$ cat src/rtl/mover_pkg.sv
`timescale 1ns/1ps
package mover_pkg;
   typedef enum logic [2:0] {
      REG_PTR  = 3'd0,
      REG_STEP = 3'd1,
      REG_DATA = 3'd2,
      REG_REP  = 3'd3,
      REG_CTRL = 3'd4
   } mover_reg_e;

   localparam int PORT_A = 0;
   localparam int PORT_B = 1;
endpackage

$ cat src/rtl/mover_port.sv
`timescale 1ns/1ps
module mover_port #(
   parameter int ADDR_W = 10,
   parameter int STEP_W = 8,
   parameter int REP_W  = 8,
   parameter int DATA_W = 8
) (
   input  logic              clk,
   input  logic              rst_n,
   input  logic              ld_ptr,
   input  logic              ld_step,
   input  logic              ld_data,
   input  logic              ld_rep,
   input  logic [ADDR_W-1:0] wval,
   input  logic              adv,
   input  logic              abort,
   output logic [ADDR_W-1:0] ptr,
   output logic [DATA_W-1:0] last,
   output logic [REP_W:0]    cnt
);
   localparam int CNT_W = REP_W + 1;
   localparam logic [CNT_W-1:0] FULL = CNT_W'(1) << REP_W;

   logic [STEP_W-1:0] step_q;
   logic [ADDR_W-1:0] step_ext;
   logic [CNT_W-1:0]  rep_load;

   assign step_ext = ADDR_W'($signed(step_q));
   assign rep_load = (wval[REP_W-1:0] == '0) ? FULL : {1'b0, wval[REP_W-1:0]};

   always_ff @(posedge clk or negedge rst_n) begin
      if (!rst_n) begin
         ptr    <= '0;
         step_q <= '0;
         last   <= '0;
      end else begin
         if (ld_ptr)
            ptr <= wval;
         else if (adv)
            ptr <= ptr + step_ext;
         if (ld_step)
            step_q <= wval[STEP_W-1:0];
         if (ld_data)
            last <= wval[DATA_W-1:0];
      end
   end

   always_ff @(posedge clk or negedge rst_n) begin
      if (!rst_n)
         cnt <= '0;
      else if (abort)
         cnt <= '0;
      else if (ld_rep)
         cnt <= rep_load;
      else if (cnt != '0)
         cnt <= cnt - 1'b1;
   end

   AST_CNT_STEPS: assert property (@(posedge clk) disable iff (!rst_n)
      (cnt != '0 && !abort && !ld_rep) |=> (cnt == $past(cnt) - 1'b1));
   AST_PTR_MOVES: assert property (@(posedge clk) disable iff (!rst_n)
      (adv && !ld_ptr) |=> (ptr == $past(ptr) + $past(step_ext)));
endmodule

$ cat src/rtl/mover_ctl.sv
`timescale 1ns/1ps
module mover_ctl
   import mover_pkg::*;
(
   input  logic       clk,
   input  logic       rst_n,
   input  logic       cfg_we,
   input  logic       cfg_port,
   input  logic [2:0] cfg_sel,
   input  logic       ctrl_bit,
   input  logic       a_busy,
   input  logic       b_busy,
   output logic [1:0] ld_ptr,
   output logic [1:0] ld_step,
   output logic [1:0] ld_data,
   output logic [1:0] ld_rep,
   output logic       copy_on,
   output logic       abort_b
);
   logic       copy_mode_q;
   logic       b_copy_q;
   logic [1:0] lock;
   logic [1:0] port_hit;
   logic       ctrl_wr;

   assign copy_on  = b_copy_q & b_busy;
   assign lock[PORT_A] = a_busy | copy_on;
   assign lock[PORT_B] = b_busy;
   assign port_hit = {cfg_we & cfg_port, cfg_we & ~cfg_port};
   assign ctrl_wr  = cfg_we && (cfg_sel == REG_CTRL);

   for (genvar gp = 0; gp < 2; gp++) begin : g_dec
      assign ld_ptr[gp]  = port_hit[gp] && (cfg_sel == REG_PTR)  && !lock[gp];
      assign ld_step[gp] = port_hit[gp] && (cfg_sel == REG_STEP) && !lock[gp];
      assign ld_data[gp] = port_hit[gp] && (cfg_sel == REG_DATA) && !lock[gp];
   end

   assign ld_rep[PORT_A] = port_hit[PORT_A] && (cfg_sel == REG_REP) && !lock[PORT_A] && !copy_mode_q;
   assign ld_rep[PORT_B] = port_hit[PORT_B] && (cfg_sel == REG_REP) && !lock[PORT_B]
                           && !(copy_mode_q && a_busy);
   assign abort_b = ctrl_wr && !ctrl_bit && copy_on;

   always_ff @(posedge clk or negedge rst_n) begin
      if (!rst_n) begin
         copy_mode_q <= 1'b0;
         b_copy_q    <= 1'b0;
      end else begin
         if (ctrl_wr)
            copy_mode_q <= ctrl_bit;
         if (ld_rep[PORT_B])
            b_copy_q <= copy_mode_q;
         else if (abort_b)
            b_copy_q <= 1'b0;
      end
   end

   AST_ABORT_CLEARS: assert property (@(posedge clk) disable iff (!rst_n)
      abort_b |=> (!copy_on && !b_busy));
   AST_COPY_NEEDS_MODE: assert property (@(posedge clk) disable iff (!rst_n)
      copy_on |-> copy_mode_q);
endmodule

$ cat src/rtl/mover_slots.sv
`timescale 1ns/1ps
module mover_slots #(
   parameter int ADDR_W = 10,
   parameter int DATA_W = 8
) (
   input  logic              a_fill,
   input  logic              b_run,
   input  logic              copy_on,
   input  logic              a_wr,
   input  logic              b_wr,
   input  logic [ADDR_W-1:0] ptr_a,
   input  logic [ADDR_W-1:0] ptr_b,
   input  logic [DATA_W-1:0] last_a,
   input  logic [DATA_W-1:0] last_b,
   input  logic [DATA_W-1:0] wbyte,
   input  logic [DATA_W-1:0] s0_rdata,
   output logic              s0_en,
   output logic              s0_we,
   output logic [ADDR_W-1:0] s0_addr,
   output logic [DATA_W-1:0] s0_wdata,
   output logic              s1_en,
   output logic              s1_we,
   output logic [ADDR_W-1:0] s1_addr,
   output logic [DATA_W-1:0] s1_wdata
);
   assign s0_addr = ptr_a;
   assign s1_addr = ptr_b;

   always_comb begin
      s0_en    = 1'b0;
      s0_we    = 1'b0;
      s0_wdata = last_a;
      if (a_fill) begin
         s0_en = 1'b1;
         s0_we = 1'b1;
      end else if (copy_on) begin
         s0_en = 1'b1;
      end else if (a_wr) begin
         s0_en    = 1'b1;
         s0_we    = 1'b1;
         s0_wdata = wbyte;
      end
   end

   always_comb begin
      s1_en    = 1'b0;
      s1_we    = 1'b0;
      s1_wdata = last_b;
      if (b_run) begin
         s1_en    = 1'b1;
         s1_we    = 1'b1;
         s1_wdata = copy_on ? s0_rdata : last_b;
      end else if (b_wr) begin
         s1_en    = 1'b1;
         s1_we    = 1'b1;
         s1_wdata = wbyte;
      end
   end
endmodule

$ cat src/rtl/dual_stride_mover.sv
`timescale 1ns/1ps
module dual_stride_mover #(
   parameter int ADDR_W = 10,
   parameter int STEP_W = 8,
   parameter int REP_W  = 8,
   parameter int DATA_W = 8
) (
   input  logic              clk,
   input  logic              rst_n,
   input  logic              cfg_we,
   input  logic              cfg_port,
   input  logic [2:0]        cfg_sel,
   input  logic [ADDR_W-1:0] cfg_wval,
   output logic              s0_en,
   output logic              s0_we,
   output logic [ADDR_W-1:0] s0_addr,
   output logic [DATA_W-1:0] s0_wdata,
   input  logic [DATA_W-1:0] s0_rdata,
   output logic              s1_en,
   output logic              s1_we,
   output logic [ADDR_W-1:0] s1_addr,
   output logic [DATA_W-1:0] s1_wdata,
   output logic              a_done,
   output logic              b_done,
   output logic [REP_W:0]    b_remain
);
   if (ADDR_W < 2 || ADDR_W > 32) begin : g_bad_addr
      $error("ADDR_W out of range");
   end
   if (STEP_W > ADDR_W || DATA_W > ADDR_W || REP_W > ADDR_W) begin : g_bad_width
      $error("STEP_W, DATA_W and REP_W must fit in ADDR_W");
   end

   logic [1:0]        ld_ptr, ld_step, ld_data, ld_rep, adv, abort;
   logic [ADDR_W-1:0] ptr_q  [2];
   logic [DATA_W-1:0] last_q [2];
   logic [REP_W:0]    cnt_q  [2];
   logic              copy_on, abort_b, a_busy, b_busy;

   assign a_busy = (cnt_q[0] != '0);
   assign b_busy = (cnt_q[1] != '0);
   assign adv    = {s1_en, s0_en};
   assign abort  = {abort_b, 1'b0};

   mover_ctl u_ctl (
      .clk(clk), .rst_n(rst_n), .cfg_we(cfg_we), .cfg_port(cfg_port),
      .cfg_sel(cfg_sel), .ctrl_bit(cfg_wval[0]), .a_busy(a_busy), .b_busy(b_busy),
      .ld_ptr(ld_ptr), .ld_step(ld_step), .ld_data(ld_data), .ld_rep(ld_rep),
      .copy_on(copy_on), .abort_b(abort_b)
   );

   for (genvar gp = 0; gp < 2; gp++) begin : g_port
      mover_port #(.ADDR_W(ADDR_W), .STEP_W(STEP_W), .REP_W(REP_W), .DATA_W(DATA_W)) u_port (
         .clk(clk), .rst_n(rst_n), .ld_ptr(ld_ptr[gp]), .ld_step(ld_step[gp]),
         .ld_data(ld_data[gp]), .ld_rep(ld_rep[gp]), .wval(cfg_wval),
         .adv(adv[gp]), .abort(abort[gp]), .ptr(ptr_q[gp]), .last(last_q[gp]),
         .cnt(cnt_q[gp])
      );
   end

   mover_slots #(.ADDR_W(ADDR_W), .DATA_W(DATA_W)) u_slots (
      .a_fill(a_busy), .b_run(b_busy), .copy_on(copy_on),
      .a_wr(ld_data[0]), .b_wr(ld_data[1]),
      .ptr_a(ptr_q[0]), .ptr_b(ptr_q[1]), .last_a(last_q[0]), .last_b(last_q[1]),
      .wbyte(cfg_wval[DATA_W-1:0]), .s0_rdata(s0_rdata),
      .s0_en(s0_en), .s0_we(s0_we), .s0_addr(s0_addr), .s0_wdata(s0_wdata),
      .s1_en(s1_en), .s1_we(s1_we), .s1_addr(s1_addr), .s1_wdata(s1_wdata)
   );

   assign a_done   = !a_busy && !copy_on;
   assign b_done   = !b_busy;
   assign b_remain = cnt_q[1];

   AST_COPY_PAIR: assert property (@(posedge clk) disable iff (!rst_n)
      copy_on |-> (s0_en && !s0_we && s1_en && s1_we && s1_wdata == s0_rdata));
   AST_IDLE_QUIET: assert property (@(posedge clk) disable iff (!rst_n)
      (a_done && b_done && !cfg_we) |-> (!s0_en && !s1_en));
endmodule

$ cat config.mk
export PLATFORM = sky130hd
export DESIGN_NAME = dual_stride_mover
export DESIGN_NICKNAME = d
export VERILOG_FILES = /design/src/rtl/mover_pkg.sv /design/src/rtl/mover_port.sv /design/src/rtl/mover_ctl.sv /design/src/rtl/mover_slots.sv /design/src/rtl/dual_stride_mover.sv
export SDC_FILE = /design/constraint.sdc
export NUM_CORES = 1
export LEC_CHECK = 0
export BUFFER_PORTS_ARGS = -buffer_cell sky130_fd_sc_hd__clkbuf_2
export CORE_UTILIZATION = 49
export CTS_CLUSTER_SIZE = 8
export DETAILED_ROUTE_END_ITERATION = 16
export PLACE_DENSITY = 0.71
export SLEW_MARGIN = 40
export SYNTH_ARGS = -nofsm -noshare
export SYNTH_HDL_FRONTEND = slang
export SYNTH_SLANG_ARGS = --single-unit
$ cat constraint.sdc
create_clock -name clk -period 2.8 [get_ports clk]
set_input_delay 0.28 -clock clk [delete_from_list [all_inputs] [get_ports clk]]
set_output_delay 0.28 -clock clk [all_outputs]
set_load 0.1 [all_outputs]
Yosys cells after proc, flatten, opt, wreduce, memory -nomap -nowiden --
Index checks and enable logic that the tools add are counted.
Storage, ports and cells: logic and storage cells 87, output and inout port bits 51, input port bits 25, register bits after elaboration 72
Cells by class: add/sub/neg operators 4, eq/ne operators 4, muxes and demuxes 25, reductions and logical operators 39, bitwise logic cells 5
Operators by type and width (number):
- $mux 9 | 6
- $mux 8 | 6
- $mux 10 | 4
- $logic_and 1x1->1 | 23
- $add 10x10->10 | 2
- $reduce_bool 9->1 | 2
- $sub 9x1->9 const B | 2
- $mux 1 | 9
- $logic_not 8->1 | 1
- $reduce_bool 2->1 | 4
- $logic_not 1->1 | 7
- $eq 3x2->1 const B | 2
- $and 1x1->1 | 3
- $eq 3x1->1 const B | 1
- $eq 3x3->1 const B | 1
- $logic_not 3->1 | 1
- $reduce_bool 3->1 | 1
- $not 1->1 | 1
- $or 1x1->1 | 1

Longest topological paths before layout --
Gate-level depths: netlist (run 1).
depth after elaboration 10, mapped depth 11, mapped depth without buffers 9

Modules after synthesis --
Synthesis (run 1) repeated with hierarchy kept, for this count alone.
Unflattened totals: cells, all modules 472, area total of the unflattened synthesis 4777.1 um^2
By module, submodules not included:
- mover_port at g_port[0].u_port | area an instance 1968.1 um^2, cells each 188, instances 1, sequential area each 875.8 um^2
- mover_port at g_port[1].u_port | area an instance 1964.4 um^2, cells each 187, instances 1, sequential area each 875.8 um^2
- mover_slots | area an instance 551.8 um^2, cells each 62, instances 1, sequential area each 0.0 um^2
- mover_ctl | area an instance 220.2 um^2, cells each 24, instances 1, sequential area each 50.0 um^2
- dual_stride_mover | area an instance 72.6 um^2, cells each 11, instances 1, sequential area each 0.0 um^2

Worst setup path after synthesis (run 1) --
OpenSTA, ideal clock, no wires.
path type register to output, start point register g_port[1].u_port.cnt[0], end point output s1_wdata[0], arrival 3.557 ns, data required time 2.520 ns, cell stages (with the launch flop) 11, path buffers 2, slack -1.037 ns, path through dfrtp_1 > inv_1 > ha_1 > or4b_4 > or2_1 > buf_6 > nor2_4 > nand2_2 > and2_0 > buf_2 > a21oi_1
Between the ends: longest elaborated chain between the ends 5, elaborated cells on any way between the ends 7, those cells by class mux: 3; bitwise: 1; reduce/logical: 3
Ends and longest elaborated chain:
- from (decl) | line mover_port.sv:19 | output logic [REP_W:0] cnt
- from (signal assigned) | line mover_port.sv:54 | cnt <= rep_load;
- from (signal assigned) | line mover_port.sv:56 | cnt <= cnt - 1'b1;
- $reduce_bool 9->1 (*) | line dual_stride_mover.sv:41 | assign b_busy = (cnt_q[1] != '0);
- $logic_not 1->1 | line mover_ctl.sv:35 | assign ld_data[gp] = port_hit[gp] && (cfg_sel == REG_DATA) && !lock[gp];
- $logic_and 1x1->1 | line mover_ctl.sv:35
- $mux 8
- $mux 8 (*) | line mover_slots.sv:49 | if (b_run) begin
- to (decl) | line dual_stride_mover.sv:22 | output logic [DATA_W-1:0] s1_wdata,
Mark *: on every way between the ends. The rest lies on a longest branch, timed or not.

Worst setup path after layout (run 1) --
start point register g_port[1].u_port.cnt[0], end point output s1_wdata[4]
Same word-level chain as after synthesis.

==> run_summary.xml, run 1 <==
<?xml version="1.0" encoding="UTF-8"?>
<metrics>
  <group name="status">
    <metric name="status" unit="">complete, but fails checks</metric>
    <metric name="violations_in_the_final_reports" unit="">negative setup slack</metric>
  </group>
  <group name="floorplan">
    <metric name="design.die.area" unit="um^2">9440</metric>
    <metric name="die_h" unit="um">97.2</metric>
    <metric name="floorplan.initialDensity" unit="">0.506</metric>
    <metric name="placeableCoreArea" unit="um^2">8760</metric>
    <metric name="floorplan.rows" unit="">34</metric>
    <metric name="dieWidth" unit="um">97.2</metric>
    <metric name="ioPinCount" unit="">76</metric>
  </group>
  <group name="synthesis">
    <metric name="syn-num-nets" unit="">487</metric>
    <metric name="synth.avg_cell_area" unit="um^2">10.1</metric>
    <metric name="most_frequently_used_flop_master_after_synthesis" unit="">sky130_fd_sc_hd__dfrtp_1</metric>
    <metric name="synth-seq-cells" unit="">72</metric>
    <metric name="netlist_top_cells_count" unit="">sky130_fd_sc_hd__dfrtp_1 (72), sky130_fd_sc_hd__nand2_1 (40), sky130_fd_sc_hd__o21ai_0 (36)</metric>
    <metric name="post_synth_inst_count" unit="">440</metric>
    <metric name="async_reset_ff_frac" unit="">1.00</metric>
    <metric name="synth-edff-count" unit="">0</metric>
    <metric name="synth_top_cell_area_share" unit="">0.406</metric>
    <metric name="synthDominantAreaCellType" unit="">sky130_fd_sc_hd__dfrtp_1</metric>
    <metric name="yosysWarningCount" unit="">0</metric>
    <metric name="synth_area_leaders" unit="">sky130_fd_sc_hd__dfrtp_1 (41%), sky130_fd_sc_hd__mux2_2 (7.6%), sky130_fd_sc_hd__ha_1 (5.6%), sky130_fd_sc_hd__o21ai_0 (4.1%), sky130_fd_sc_hd__nand2_1 (3.4%)</metric>
    <metric name="synth_cell_type_count" unit="">61</metric>
    <metric name="yosys.cell_count.top_type" unit="">sky130_fd_sc_hd__dfrtp_1</metric>
    <metric name="synth_sequential_area_ratio" unit="">0.406</metric>
    <metric name="syn-cell-area" unit="um^2">4440</metric>
  </group>
  <group name="power">
    <metric name="internal_power" unit="uW">2440</metric>
    <metric name="cellPowerDensity" unit="nW/um^2">946</metric>
    <metric name="power.combinational.fraction" unit="">0.574</metric>
    <metric name="share_seq_of_total_power" unit="">0.280</metric>
    <metric name="switching_share" unit="">0.550</metric>
    <metric name="netSwitchingPower" unit="uW">2990</metric>
    <metric name="cellLeakagePower" unit="uW">0.00264</metric>
    <metric name="power.total" unit="uW">5420</metric>
    <metric name="maximum_vdd_drop" unit="mV">0.637</metric>
    <metric name="clock_network_fraction_of_design_power" unit="">0.147</metric>
  </group>
  <group name="worst_setup_path">
    <metric name="critical_path.max_fanout" unit="">8</metric>
    <metric name="cp.arrival" unit="ns">2.66</metric>
    <metric name="timing.setup.critical_path_class" unit="">reg2out</metric>
    <metric name="critPathLaunchType" unit="">register</metric>
    <metric name="cp-end-kind" unit="">output pin</metric>
    <metric name="cp.required" unit="ns">2.52</metric>
  </group>
  <group name="sta">
    <metric name="max_slew.worst_pin.slew" unit="ns">0.557</metric>
    <metric name="setup_viol" unit="">10</metric>
    <metric name="setup_slack" unit="ns">-0.144</metric>
    <metric name="finalSetupTns" unit="ns">-1.01</metric>
    <metric name="final.hold.worst_slack" unit="ns">0.170</metric>
    <metric name="timing.final.crit_share" unit="">1.05</metric>
    <metric name="fin_skew" unit="ns">0.0152</metric>
    <metric name="report.final.hold_viol_count" unit="">0</metric>
    <metric name="maxClockFrequency" unit="MHz">340</metric>
    <metric name="finalWorstPathRequiredPeriod" unit="ns">2.94</metric>
    <metric name="slew-limit-headroom" unit="">0.628</metric>
    <metric name="final_max_slew_violation_count" unit="">0</metric>
    <metric name="rsz_0062_raised_after_global_routing" unit="">yes</metric>
  </group>
  <group name="cts">
    <metric name="clk_transition_reported_paths" unit="ns">0.09</metric>
    <metric name="cts_htree_levels" unit="">3</metric>
    <metric name="clock_tree.buffer_depth" unit="">2</metric>
    <metric name="clock_tree_from_tritoncts" unit="">built</metric>
    <metric name="worst_skew_pair.late_latency" unit="ns">0.35</metric>
    <metric name="cts_sinks" unit="">72</metric>
    <metric name="tritoncts.num_buffers" unit="">9</metric>
    <metric name="clockRootBuffer" unit="">sky130_fd_sc_hd__clkbuf_8</metric>
  </group>
  <group name="worst_hold_path">
    <metric name="timing.hold.worst.class" unit="">in2reg</metric>
  </group>
  <group name="route">
    <metric name="number_of_remaining_drc_errors" unit="">0</metric>
    <metric name="route.detailed.wl_per_inst" unit="um">17.6</metric>
    <metric name="drt_iter0_markers" unit="">220</metric>
    <metric name="first_pass_iters" unit="">5</metric>
    <metric name="detailroute.via_count" unit="">3667</metric>
    <metric name="dr_vias_cell" unit="">5.72</metric>
    <metric name="detail_route.wirelength" unit="um">11300</metric>
    <metric name="final_ant_viol_nets" unit="">0</metric>
  </group>
  <group name="job">
    <metric name="number_of_violations_of_the_max_capacitance_limit" unit="">0</metric>
  </group>
  <group name="global_route">
    <metric name="grt_pass1_wl" unit="um">18500</metric>
    <metric name="antenna_found_initial" unit="">0</metric>
    <metric name="first_global_vias" unit="">3673</metric>
    <metric name="track_usage" unit="">0.248</metric>
    <metric name="global_route.overflow_total" unit="">0</metric>
    <metric name="maximum_number_of_pins_on_one_net_before_global_route_repair" unit="">73</metric>
  </group>
  <group name="cells_and_area">
    <metric name="seq_area" unit="um^2">1800</metric>
    <metric name="filler_cell_count" unit="">698</metric>
    <metric name="layout.nets" unit="">575</metric>
    <metric name="count_of_inserted_antenna_diode_cells" unit="">0</metric>
    <metric name="postLayoutCoreUtil" unit="">0.655</metric>
    <metric name="post_route_cells_drive_above_1_share" unit="">0.371</metric>
    <metric name="area_of_combinational_cells_with_multiple_inputs" unit="um^2">2560</metric>
    <metric name="growth_of_design_area_from_synthesis_to_finish" unit="%">29.3</metric>
  </group>
  <group name="place">
    <metric name="numPortBuffers" unit="">75</metric>
    <metric name="dpl_worst_slack" unit="ns">0.0893</metric>
    <metric name="finalWeightedCongestion" unit="">0.864</metric>
    <metric name="dpl.hpwl" unit="um">7800</metric>
  </group>
</metrics>
[cells in the final DEF, fill, tap and decap left out, drive strengths merged, types with 4 or more instances in the layout]
cell,instances
a21o,4
a21oi,19
a22oi,10
mux2,40
o22ai,10
clkbuf,64
o21ai,41
nand2,44
xnor2,15
mux2i,5
ha,20
dfrtp,72
a221o,4
a211oi,7
nor3,17
nor2,27
inv,23
xor2,11
nand3,4
buf,51
[routing by layer]
metal	track usage	vias up	part of all wire
met5	0	-	0
met4	0.0689	0	0.013
met2	0.407	124	0.49
li1	-	1729	-
met1	0.328	1800	0.44
met3	0.0561	14	0.064
[repair_timing]
action	4_1_cts	5_1_grt
pin swaps	5	5
hold endpoints to repair	72	0
hold buffers	1	0
setup endpoints to repair	17	17
resized for setup	11	2
setup buffers	13	4
[through the flow]
step           area, um^2  instances
3_5_place_dp         5320        607
4_1_cts              5700        637
6_report             5740        641
3_3_place_gp         5320        607
2_1_floorplan        4560        440
5_1_grt              5740        641
[sequential cells by signal, indices dropped and copies added (netlist names)]
signal	flops
g_port.u_port.cnt	18
u_ctl.b_copy_q	1
g_port.u_port.ptr	20
g_port.u_port.step_q	16
u_ctl.copy_mode_q	1
g_port.u_port.last	16
[worst max-delay path, cell delays in order (launching register included)]
cell	delay (ns)
sky130_fd_sc_hd__dfrtp_1	0.38
sky130_fd_sc_hd__inv_1	0.07
sky130_fd_sc_hd__ha_2	0.18
sky130_fd_sc_hd__or4b_4	0.51
sky130_fd_sc_hd__or2_4	0.27
sky130_fd_sc_hd__nor2_4	0.18
sky130_fd_sc_hd__nand2_8	0.08
sky130_fd_sc_hd__and2_4	0.27
sky130_fd_sc_hd__a21oi_4	0.19
sky130_fd_sc_hd__buf_12	0.19
[final cells by class]
class,instances,share of cell area
Inverter,24,0.0168
Tap cell,108,0.0236
Sequential cell,72,0.314
Multi-Input combinational cell,317,0.446
Clock buffer,12,0.0236
Clock inverter,4,0.00785
Timing Repair Buffer,104,0.169
[final timing paths]
check	from	end	slack, ns	cells after the start
max	g_port[1].u_port.cnt[0]$_DFFE_PN0P_	s1_wdata[4]	-0.14	9
min	cfg_wval[8]	g_port[1].u_port.ptr[8]$_DFFE_PN0P_	0.17	2
max reg2reg	g_port[1].u_port.cnt[0]$_DFFE_PN0P_	g_port[1].u_port.step_q[2]$_DFFE_PN0P_	0.25	9
min reg2reg	g_port[1].u_port.last[4]$_DFF_PN0_	g_port[1].u_port.last[4]$_DFF_PN0_	0.51	2
max in group asynchronous	rst_n	g_port[1].u_port.step_q[4]$_DFFE_PN0P_	1.99	3
min in group asynchronous	rst_n	g_port[0].u_port.ptr[7]$_DFFE_PN0P_	0.49	3
[cells by family (layout without fill, tap and decap cells)]
family                   Yosys count  in the layout  synth area share
AND/OR/NAND/NOR                  116            116             0.136
XOR/XNOR                          26             26            0.0513
adder cells (fa/ha/maj)           22             22            0.0654
multiplexers                      45             45             0.120
flip-flops                        72             72             0.406
AO/OA/AOI/OAI                    108            108             0.163
buffers and inverters             51            144            0.0572
[power by group through the flow]
stage	logic (uW)	clock network, uW	registers, uW
finish	3110	795	1520
floorplan	1550	0	2540
detailed placement	3060	0	1540
global route	3260	854	1550
CTS	3110	807	1520
global placement	3030	0	1530
No activity file was read; power rests on OpenSTA's default activity.
==> inputs of run 2 (changes only) <==
Settings changed: ABC_AREA set to 1.
==> run 2 against run 1 <==
  * The flow now finishes without violations
  * Die area up 5.4%
  * Utilization down 3.1 points
  * Non-clock buffer count down 11
  * First-iteration DRC count down 4.5%
  * Maximum frequency up 11%
  * Critical path depth up 3
  * Via count up 19%
  * Sequential share of layout area down 0.12 points
  * Clock power up 3.5%
  * Worst setup slack better by 0.30 ns
  * Largest cell class unchanged
  * Highest routed layer unchanged
==> run_summary.xml, run 2 <==
<?xml version="1.0" encoding="UTF-8"?>
<metrics>
  <group name="synthesis">
    <metric name="synth_top_cell_area_share" unit="">0.385</metric>
    <metric name="synth_area_leaders" unit="">sky130_fd_sc_hd__dfrtp_1 (38%), sky130_fd_sc_hd__nand2_1 (12%), sky130_fd_sc_hd__nand3_1 (7.8%), sky130_fd_sc_hd__ha_1 (5.3%), sky130_fd_sc_hd__inv_1 (5.0%)</metric>
    <metric name="synth_cell_type_count" unit="">41</metric>
    <metric name="synth-edff-count" unit="">0</metric>
    <metric name="netlist_top_cells_count" unit="">sky130_fd_sc_hd__nand2_1 (145), sky130_fd_sc_hd__nand3_1 (73), sky130_fd_sc_hd__dfrtp_1 (72)</metric>
    <metric name="most_frequently_used_flop_master_after_synthesis" unit="">sky130_fd_sc_hd__dfrtp_1</metric>
    <metric name="synth-seq-cells" unit="">72</metric>
    <metric name="syn-cell-area" unit="um^2">4680</metric>
    <metric name="synth_sequential_area_ratio" unit="">0.385</metric>
    <metric name="yosys.cell_count.top_type" unit="">sky130_fd_sc_hd__nand2_1</metric>
    <metric name="syn-num-nets" unit="">659</metric>
    <metric name="yosysWarningCount" unit="">0</metric>
    <metric name="synth.avg_cell_area" unit="um^2">7.65</metric>
    <metric name="async_reset_ff_frac" unit="">1.00</metric>
    <metric name="post_synth_inst_count" unit="">612</metric>
    <metric name="synthDominantAreaCellType" unit="">sky130_fd_sc_hd__dfrtp_1</metric>
  </group>
  <group name="sta">
    <metric name="rsz_0062_raised_after_global_routing" unit="">yes</metric>
    <metric name="final.hold.worst_slack" unit="ns">0.199</metric>
    <metric name="fin_skew" unit="ns">0.0126</metric>
    <metric name="maxClockFrequency" unit="MHz">378</metric>
    <metric name="finalSetupTns" unit="ns">0</metric>
    <metric name="slew-limit-headroom" unit="">0.633</metric>
    <metric name="timing.final.crit_share" unit="">0.945</metric>
    <metric name="report.final.hold_viol_count" unit="">0</metric>
    <metric name="max_slew.worst_pin.slew" unit="ns">0.552</metric>
    <metric name="setup_viol" unit="">0</metric>
    <metric name="finalWorstPathRequiredPeriod" unit="ns">2.65</metric>
    <metric name="final_max_slew_violation_count" unit="">0</metric>
  </group>
  <group name="worst_setup_path">
    <metric name="worst_setup_path_startpoint" unit="">g_port[0].u_port.cnt[0]$_DFFE_PN0P_</metric>
    <metric name="cp-end-kind" unit="">output pin</metric>
    <metric name="critical_path.max_fanout" unit="">25</metric>
    <metric name="critPathLaunchType" unit="">register</metric>
    <metric name="cp.required" unit="ns">2.52</metric>
    <metric name="timing.setup.critical_path_class" unit="">reg2out</metric>
    <metric name="crit-reg2reg-launch" unit="">g_port[1].u_port.cnt[1]$_DFFE_PN0P_</metric>
    <metric name="cp.arrival" unit="ns">2.37</metric>
  </group>
  <group name="worst_hold_path">
    <metric name="timing.hold.worst.class" unit="">in2reg</metric>
    <metric name="timing.hold.worst.start" unit="">cfg_wval[8]</metric>
  </group>
  <group name="power">
    <metric name="power.total" unit="uW">4840</metric>
    <metric name="cellLeakagePower" unit="uW">0.00299</metric>
    <metric name="clock_network_fraction_of_design_power" unit="">0.170</metric>
    <metric name="cellPowerDensity" unit="nW/um^2">841</metric>
    <metric name="power.combinational.fraction" unit="">0.532</metric>
    <metric name="netSwitchingPower" unit="uW">2650</metric>
    <metric name="maximum_vdd_drop" unit="mV">0.654</metric>
    <metric name="switching_share" unit="">0.548</metric>
    <metric name="internal_power" unit="uW">2190</metric>
    <metric name="share_seq_of_total_power" unit="">0.298</metric>
  </group>
  <group name="global_route">
    <metric name="track_usage" unit="">0.261</metric>
    <metric name="grt_pass1_wl" unit="um">20200</metric>
    <metric name="maximum_number_of_pins_on_one_net_before_global_route_repair" unit="">43</metric>
    <metric name="antenna_found_initial" unit="">0</metric>
    <metric name="global_route.overflow_total" unit="">0</metric>
    <metric name="first_global_vias" unit="">4175</metric>
  </group>
  <group name="place">
    <metric name="numPortBuffers" unit="">75</metric>
    <metric name="placed_cells_incl_taps" unit="">801</metric>
    <metric name="finalWeightedCongestion" unit="">0.910</metric>
    <metric name="dpl.hpwl" unit="um">9210</metric>
  </group>
  <group name="cts">
    <metric name="worst_skew_pair.late_latency" unit="ns">0.35</metric>
    <metric name="cts_htree_levels" unit="">3</metric>
    <metric name="tritoncts.num_buffers" unit="">9</metric>
    <metric name="clk_transition_reported_paths" unit="ns">0.08</metric>
    <metric name="cts_sinks" unit="">72</metric>
    <metric name="clock_tree.buffer_depth" unit="">2</metric>
    <metric name="clockRootBuffer" unit="">sky130_fd_sc_hd__clkbuf_8</metric>
    <metric name="clock_tree_from_tritoncts" unit="">built</metric>
  </group>
  <group name="cells_and_area">
    <metric name="largest_register" unit="">g_port.u_port.ptr</metric>
    <metric name="most_frequent_standard_cell_in_the_layout_excluding_fill_and_tap_cells" unit="">sky130_fd_sc_hd__nand2_1</metric>
    <metric name="layout_top_registers" unit="">g_port.u_port.ptr (20), g_port.u_port.cnt (18)</metric>
    <metric name="filler_cell_count" unit="">808</metric>
    <metric name="growth_of_design_area_from_synthesis_to_finish" unit="%">23.0</metric>
    <metric name="post_route_cells_drive_above_1_share" unit="">0.244</metric>
    <metric name="final_cell_count_no_fill" unit="">823</metric>
    <metric name="seq_area" unit="um^2">1800</metric>
    <metric name="count_of_inserted_antenna_diode_cells" unit="">0</metric>
    <metric name="layout.nets" unit="">737</metric>
    <metric name="postLayoutCoreUtil" unit="">0.623</metric>
    <metric name="largest_reg_flops" unit="">20</metric>
    <metric name="most-common-layout-cells" unit="">sky130_fd_sc_hd__nand2_1 (144), sky130_fd_sc_hd__nand3_1 (73), sky130_fd_sc_hd__dfrtp_1 (72)</metric>
    <metric name="area_of_combinational_cells_with_multiple_inputs" unit="um^2">2510</metric>
  </group>
  <group name="floorplan">
    <metric name="design.die.area" unit="um^2">9950</metric>
    <metric name="floorplan.rows" unit="">35</metric>
    <metric name="ioPinCount" unit="">76</metric>
    <metric name="die_h" unit="um">99.8</metric>
    <metric name="dieWidth" unit="um">99.8</metric>
    <metric name="placeableCoreArea" unit="um^2">9240</metric>
    <metric name="floorplan.initialDensity" unit="">0.507</metric>
  </group>
  <group name="route">
    <metric name="final_ant_viol_nets" unit="">0</metric>
    <metric name="detail_route.wirelength" unit="um">12300</metric>
    <metric name="number_of_remaining_drc_errors" unit="">0</metric>
    <metric name="dr_vias_cell" unit="">5.29</metric>
    <metric name="detailroute.via_count" unit="">4355</metric>
    <metric name="route.detailed.wl_per_inst" unit="um">14.9</metric>
    <metric name="first_pass_iters" unit="">5</metric>
    <metric name="drt_iter0_markers" unit="">210</metric>
  </group>
  <group name="job">
    <metric name="number_of_violations_of_the_max_capacitance_limit" unit="">0</metric>
  </group>
  <group name="status">
    <metric name="status" unit="">finished, final reports clean</metric>
  </group>
</metrics>
run 2: cell count changes in the layout (fill, tap and decap cells not counted), moves of 11 or more:
| cell | change |
|---|---|
| sky130_fd_sc_hd__o21ai_0 | -13 |
| sky130_fd_sc_hd__nor3_1 | -11 |
| sky130_fd_sc_hd__inv_1 | +41 |
| sky130_fd_sc_hd__nor2_1 | +22 |
| sky130_fd_sc_hd__o21ai_2 | +19 |
| sky130_fd_sc_hd__xnor2_1 | -12 |
| sky130_fd_sc_hd__nand3_1 | +69 |
| sky130_fd_sc_hd__nand2_1 | +105 |
| sky130_fd_sc_hd__mux2_4 | -11 |
| sky130_fd_sc_hd__o21ai_1 | +12 |
| sky130_fd_sc_hd__nand4_1 | +17 |
| sky130_fd_sc_hd__mux2_2 | -21 |
run 2: cell families after synthesis:
family | Yosys count | share of synthesized area
and+or+nand+nor | 312 | 0.299
buffers and inverters | 98 | 0.0949
AOI/OAI and AO/OA | 80 | 0.103
DFF | 72 | 0.385
adders and majority gates | 22 | 0.0620
xor gates and xnor gates | 20 | 0.0374
muxes | 8 | 0.0190
run 2: per-stage QoR:
stage	setup slack, ns	cell area, um^2
final	0.153	5760
after global placement	0.458	5460
after floorplan	-0.0420	4730
after detailed placement	0.353	5460
after global routing	-0.0339	5760
after CTS	0.000465	5650
run 2: layout make-up:
class	instances	area share
clock buffer	12	0.0252
clock inverter	3	0.00739
inverter	72	0.0471
multi-input combinational	442	0.436
sequential	72	0.313
tap	129	0.0280
timing repair buffer	93	0.143
run 2: power groups by stage:
stage          Combinational [uW]  Clock, uW  Sequential, uW
4_1_cts                      2560        839            1450
5_1_grt                      2750        873            1470
2_1_floorplan                1370          0            2240
3_5_place_dp                 2550          0            1470
3_3_place_gp                 2520          0            1460
6_report                     2580        823            1440
run 2: final timing paths:
check | cells after the start | slack, ns | end
max in group asynchronous | 3 | 1.94 | g_port[0].u_port.cnt[8]$_DFFE_PN0P_
worst min register to register | 2 | 0.50 | g_port[1].u_port.step_q[5]$_DFFE_PN0P_
worst min-delay path | 3 | 0.20 | g_port[1].u_port.ptr[8]$_DFFE_PN0P_
worst max-delay path | 12 | 0.15 | s0_wdata[0]
min in group asynchronous | 2 | 0.33 | g_port[1].u_port.ptr[8]$_DFFE_PN0P_
worst max register to register | 10 | 0.55 | g_port[1].u_port.step_q[2]$_DFFE_PN0P_
run 2: repair_timing:
item	in CTS	in global routing
hold buffers	0	1
hold endpoints to repair	0	5
pin swaps	0	1
resized for setup	3	14
setup buffers	0	5
setup endpoints to repair	10	17
run 2: layer usage:
| layer | vias to the layer above | part of all wire | GRT usage |
|---|---|---|---|
| met5 | - | 0 | 0 |
| met4 | 0 | 0.023 | 0.0781 |
| met3 | 23 | 0.062 | 0.0562 |
| met2 | 141 | 0.48 | 0.425 |
| met1 | 2038 | 0.43 | 0.348 |
| li1 | 2153 | - | - |
run 2: worst max-delay path, stage by stage (launching register included):
cell	delay, ns
sky130_fd_sc_hd__dfrtp_1	0.37
sky130_fd_sc_hd__inv_2	0.08
sky130_fd_sc_hd__ha_2	0.21
sky130_fd_sc_hd__nand2_1	0.10
sky130_fd_sc_hd__nor2_4	0.13
sky130_fd_sc_hd__nand3_4	0.13
sky130_fd_sc_hd__clkinv_2	0.11
sky130_fd_sc_hd__nand2_1	0.07
sky130_fd_sc_hd__or2_1	0.23
sky130_fd_sc_hd__buf_8	0.19
sky130_fd_sc_hd__nand2_1	0.12
sky130_fd_sc_hd__o21ai_2	0.08
sky130_fd_sc_hd__buf_12	0.18
==> inputs of run 3 (changes only) <==
Settings changed: RECOVER_POWER set to 25.
Clock period 2.8 ns to 3.3 ns, I/O delays scaled along.
==> run 3 against run 2 <==
  * The run now ends with max-capacitance violations, max-slew violations left
  * Die area unchanged
  * Worst setup slack better by 0.050 ns
  * Utilization shrank 2.3 points
  * Via count about the same
  * Largest cell class unchanged
==> run_summary.xml, run 3 (synthesized netlist as in run 2, its figures left out) <==
<?xml version="1.0" encoding="UTF-8"?>
<metrics>
  <group name="route">
    <metric name="detail_route.wirelength" unit="um">12100</metric>
    <metric name="dr_vias_cell" unit="">5.35</metric>
    <metric name="route.detailed.wl_per_inst" unit="um">14.8</metric>
    <metric name="final_ant_viol_nets" unit="">0</metric>
    <metric name="number_of_remaining_drc_errors" unit="">0</metric>
    <metric name="drt_iter0_markers" unit="">199</metric>
    <metric name="first_pass_iters" unit="">4</metric>
    <metric name="detailroute.via_count" unit="">4353</metric>
  </group>
  <group name="cells_and_area">
    <metric name="most-common-layout-cells" unit="">sky130_fd_sc_hd__nand2_1 (145), sky130_fd_sc_hd__nand3_1 (73), sky130_fd_sc_hd__dfrtp_1 (72)</metric>
    <metric name="count_of_inserted_antenna_diode_cells" unit="">0</metric>
    <metric name="growth_of_design_area_from_synthesis_to_finish" unit="%">18.4</metric>
    <metric name="layout_top_registers" unit="">g_port.u_port.ptr (20), g_port.u_port.cnt (18)</metric>
    <metric name="design_area" unit="um^2">5540</metric>
    <metric name="post_route_cells_drive_above_1_share" unit="">0.223</metric>
    <metric name="largest_reg_flops" unit="">20</metric>
    <metric name="most_frequent_standard_cell_in_the_layout_excluding_fill_and_tap_cells" unit="">sky130_fd_sc_hd__nand2_1</metric>
    <metric name="largest_register" unit="">g_port.u_port.ptr</metric>
    <metric name="layout.nets" unit="">727</metric>
  </group>
  <group name="power">
    <metric name="cellPowerDensity" unit="nW/um^2">776</metric>
    <metric name="cellLeakagePower" unit="uW">0.00293</metric>
    <metric name="maximum_vdd_drop" unit="mV">0.641</metric>
  </group>
  <group name="global_route">
    <metric name="first_global_vias" unit="">4152</metric>
    <metric name="maximum_number_of_pins_on_one_net_before_global_route_repair" unit="">49</metric>
    <metric name="grt_pass1_wl" unit="um">19900</metric>
    <metric name="global_route.overflow_total" unit="">0</metric>
    <metric name="track_usage" unit="">0.255</metric>
    <metric name="antenna_found_initial" unit="">0</metric>
  </group>
  <group name="floorplan">
    <metric name="floorplan.rows" unit="">35</metric>
    <metric name="placeableCoreArea" unit="um^2">9240</metric>
    <metric name="ioPinCount" unit="">76</metric>
    <metric name="die_h" unit="um">99.8</metric>
    <metric name="design.die.area" unit="um^2">9950</metric>
    <metric name="dieWidth" unit="um">99.8</metric>
    <metric name="floorplan.initialDensity" unit="">0.507</metric>
  </group>
  <group name="sta">
    <metric name="finalWorstPathRequiredPeriod" unit="ns">3.10</metric>
    <metric name="final_max_slew_violation_count" unit="">49</metric>
    <metric name="finalSetupTns" unit="ns">0</metric>
    <metric name="fin_skew" unit="ns">0.0120</metric>
    <metric name="maxClockFrequency" unit="MHz">323</metric>
    <metric name="rsz_0062_raised_after_global_routing" unit="">no</metric>
    <metric name="max_slew.worst_pin.slew" unit="ns">2.65</metric>
    <metric name="setup_viol" unit="">0</metric>
    <metric name="report.final.hold_viol_count" unit="">0</metric>
    <metric name="timing.final.crit_share" unit="">0.938</metric>
    <metric name="slew-limit-headroom" unit="">-0.765</metric>
  </group>
  <group name="cts">
    <metric name="worst_skew_pair.late_latency" unit="ns">0.36</metric>
    <metric name="cts_htree_levels" unit="">3</metric>
    <metric name="post_cts_setup_buffer_count" unit="">0</metric>
    <metric name="tritoncts.num_buffers" unit="">9</metric>
    <metric name="number_of_buffers_added_to_fix_hold_violations_after_cts" unit="">0</metric>
    <metric name="cts_sinks" unit="">72</metric>
    <metric name="clock_tree_from_tritoncts" unit="">built</metric>
    <metric name="clock_tree.buffer_depth" unit="">2</metric>
    <metric name="clk_transition_reported_paths" unit="ns">0.08</metric>
    <metric name="clockRootBuffer" unit="">sky130_fd_sc_hd__clkbuf_8</metric>
  </group>
  <group name="worst_setup_path">
    <metric name="rr_worst_depth" unit="">10</metric>
    <metric name="cp.required" unit="ns">2.97</metric>
    <metric name="regToRegSetupSlack" unit="ns">0.95</metric>
    <metric name="timing.setup.critical_path_class" unit="">reg2out</metric>
    <metric name="cp-end-kind" unit="">output pin</metric>
    <metric name="worst_setup_path_startpoint" unit="">g_port[1].u_port.cnt[0]$_DFFE_PN0P_</metric>
    <metric name="crit-reg2reg-launch" unit="">g_port[1].u_port.cnt[0]$_DFFE_PN0P_</metric>
    <metric name="critPathLaunchType" unit="">register</metric>
    <metric name="cp.arrival" unit="ns">2.77</metric>
    <metric name="rr_endpoint" unit="">g_port[1].u_port.step_q[5]$_DFFE_PN0P_</metric>
    <metric name="critical_path.max_fanout" unit="">16</metric>
  </group>
  <group name="worst_hold_path">
    <metric name="timing.hold.worst.start" unit="">cfg_wval[8]</metric>
    <metric name="whs_endpoint" unit="">g_port[1].u_port.ptr[8]$_DFFE_PN0P_</metric>
    <metric name="timing.hold.worst_path_depth" unit="">3</metric>
    <metric name="timing.hold.worst.class" unit="">in2reg</metric>
  </group>
  <group name="place">
    <metric name="dpl_cell_area" unit="um^2">5260</metric>
    <metric name="finalWeightedCongestion" unit="">0.890</metric>
    <metric name="numPortBuffers" unit="">75</metric>
    <metric name="dpl.hpwl" unit="um">8800</metric>
  </group>
  <group name="status">
    <metric name="status" unit="">complete, but fails checks</metric>
    <metric name="violations_in_the_final_reports" unit="">max-capacitance violations, max-slew violations</metric>
  </group>
  <group name="job">
    <metric name="number_of_violations_of_the_max_capacitance_limit" unit="">1</metric>
  </group>
</metrics>
run 3: layout make-up:
cell class                      count  area, um^2
Fill cell                         847        3700
Multi-Input combinational cell    442        2460
Sequential cell                    72        1800
Timing Repair Buffer               83         582
Inverter                           72         273
Tap cell                          129         161
Clock buffer                       10         138
Clock inverter                      6         130
run 3: worst max-delay path by stage:
stage	endpoint	slack [ns]	depth (start not counted)
after floorplan	s1_wdata[2]	0.07	8
after global placement	s1_wdata[3]	0.47	12
after detailed placement	s1_wdata[3]	0.35	12
after CTS	s1_wdata[6]	0.05	12
after global routing	s1_wdata[1]	0.01	12
final	s1_wdata[2]	0.20	12
run 3: where the power goes:
group	internal [uW]	leakage [uW]	total, uW	switching, uW
clock	597	0.000136	952	355
combinational	404	0.00186	2120	1720
sequential	1050	0.000931	1230	181
total	2050	0.00293	4300	2250
run 3: through the flow:
step	util	std cells	power, uW	setup slack (ns)	hold WS (ns)
after floorplan	-	612	3050	0.0686	0.0344
after global placement	0.569	798	3320	0.469	0.478
after detailed placement	0.569	798	3350	0.354	0.392
after CTS	0.598	814	4310	0.0487	0.00996
after global routing	0.600	814	4490	0.0133	0.245
final	0.600	814	4300	0.204	0.230
run 3: per-layer routing:
| layer | vias to the layer above | global-route usage | part of all wire |
|---|---|---|---|
| li1 | 2135 | - | - |
| met1 | 2051 | 0.347 | 0.44 |
| met2 | 143 | 0.399 | 0.47 |
| met3 | 24 | 0.0464 | 0.060 |
| met4 | 0 | 0.107 | 0.022 |
| met5 | - | 0 | 0 |
run 3: critical path, cell delays in order (launching register included):
cell and delay (ns):
sky130_fd_sc_hd__dfrtp_1 0.43, sky130_fd_sc_hd__inv_1 0.08, sky130_fd_sc_hd__ha_1 0.19, sky130_fd_sc_hd__nand2_1 0.08, sky130_fd_sc_hd__nor2_2 0.11, sky130_fd_sc_hd__nand3_2 0.20
sky130_fd_sc_hd__buf_4 0.23, sky130_fd_sc_hd__clkinv_2 0.18, sky130_fd_sc_hd__nand2_4 0.15, sky130_fd_sc_hd__o21ai_0 0.29, sky130_fd_sc_hd__nand2_1 0.09, sky130_fd_sc_hd__o21ai_1 0.12
sky130_fd_sc_hd__buf_6 0.25
run 3: timing repair:
item / in CTS / in global routing
resized for setup: 2 / 13
cloned: 0 / 0
endpoints found under the setup margin: 2 / 14
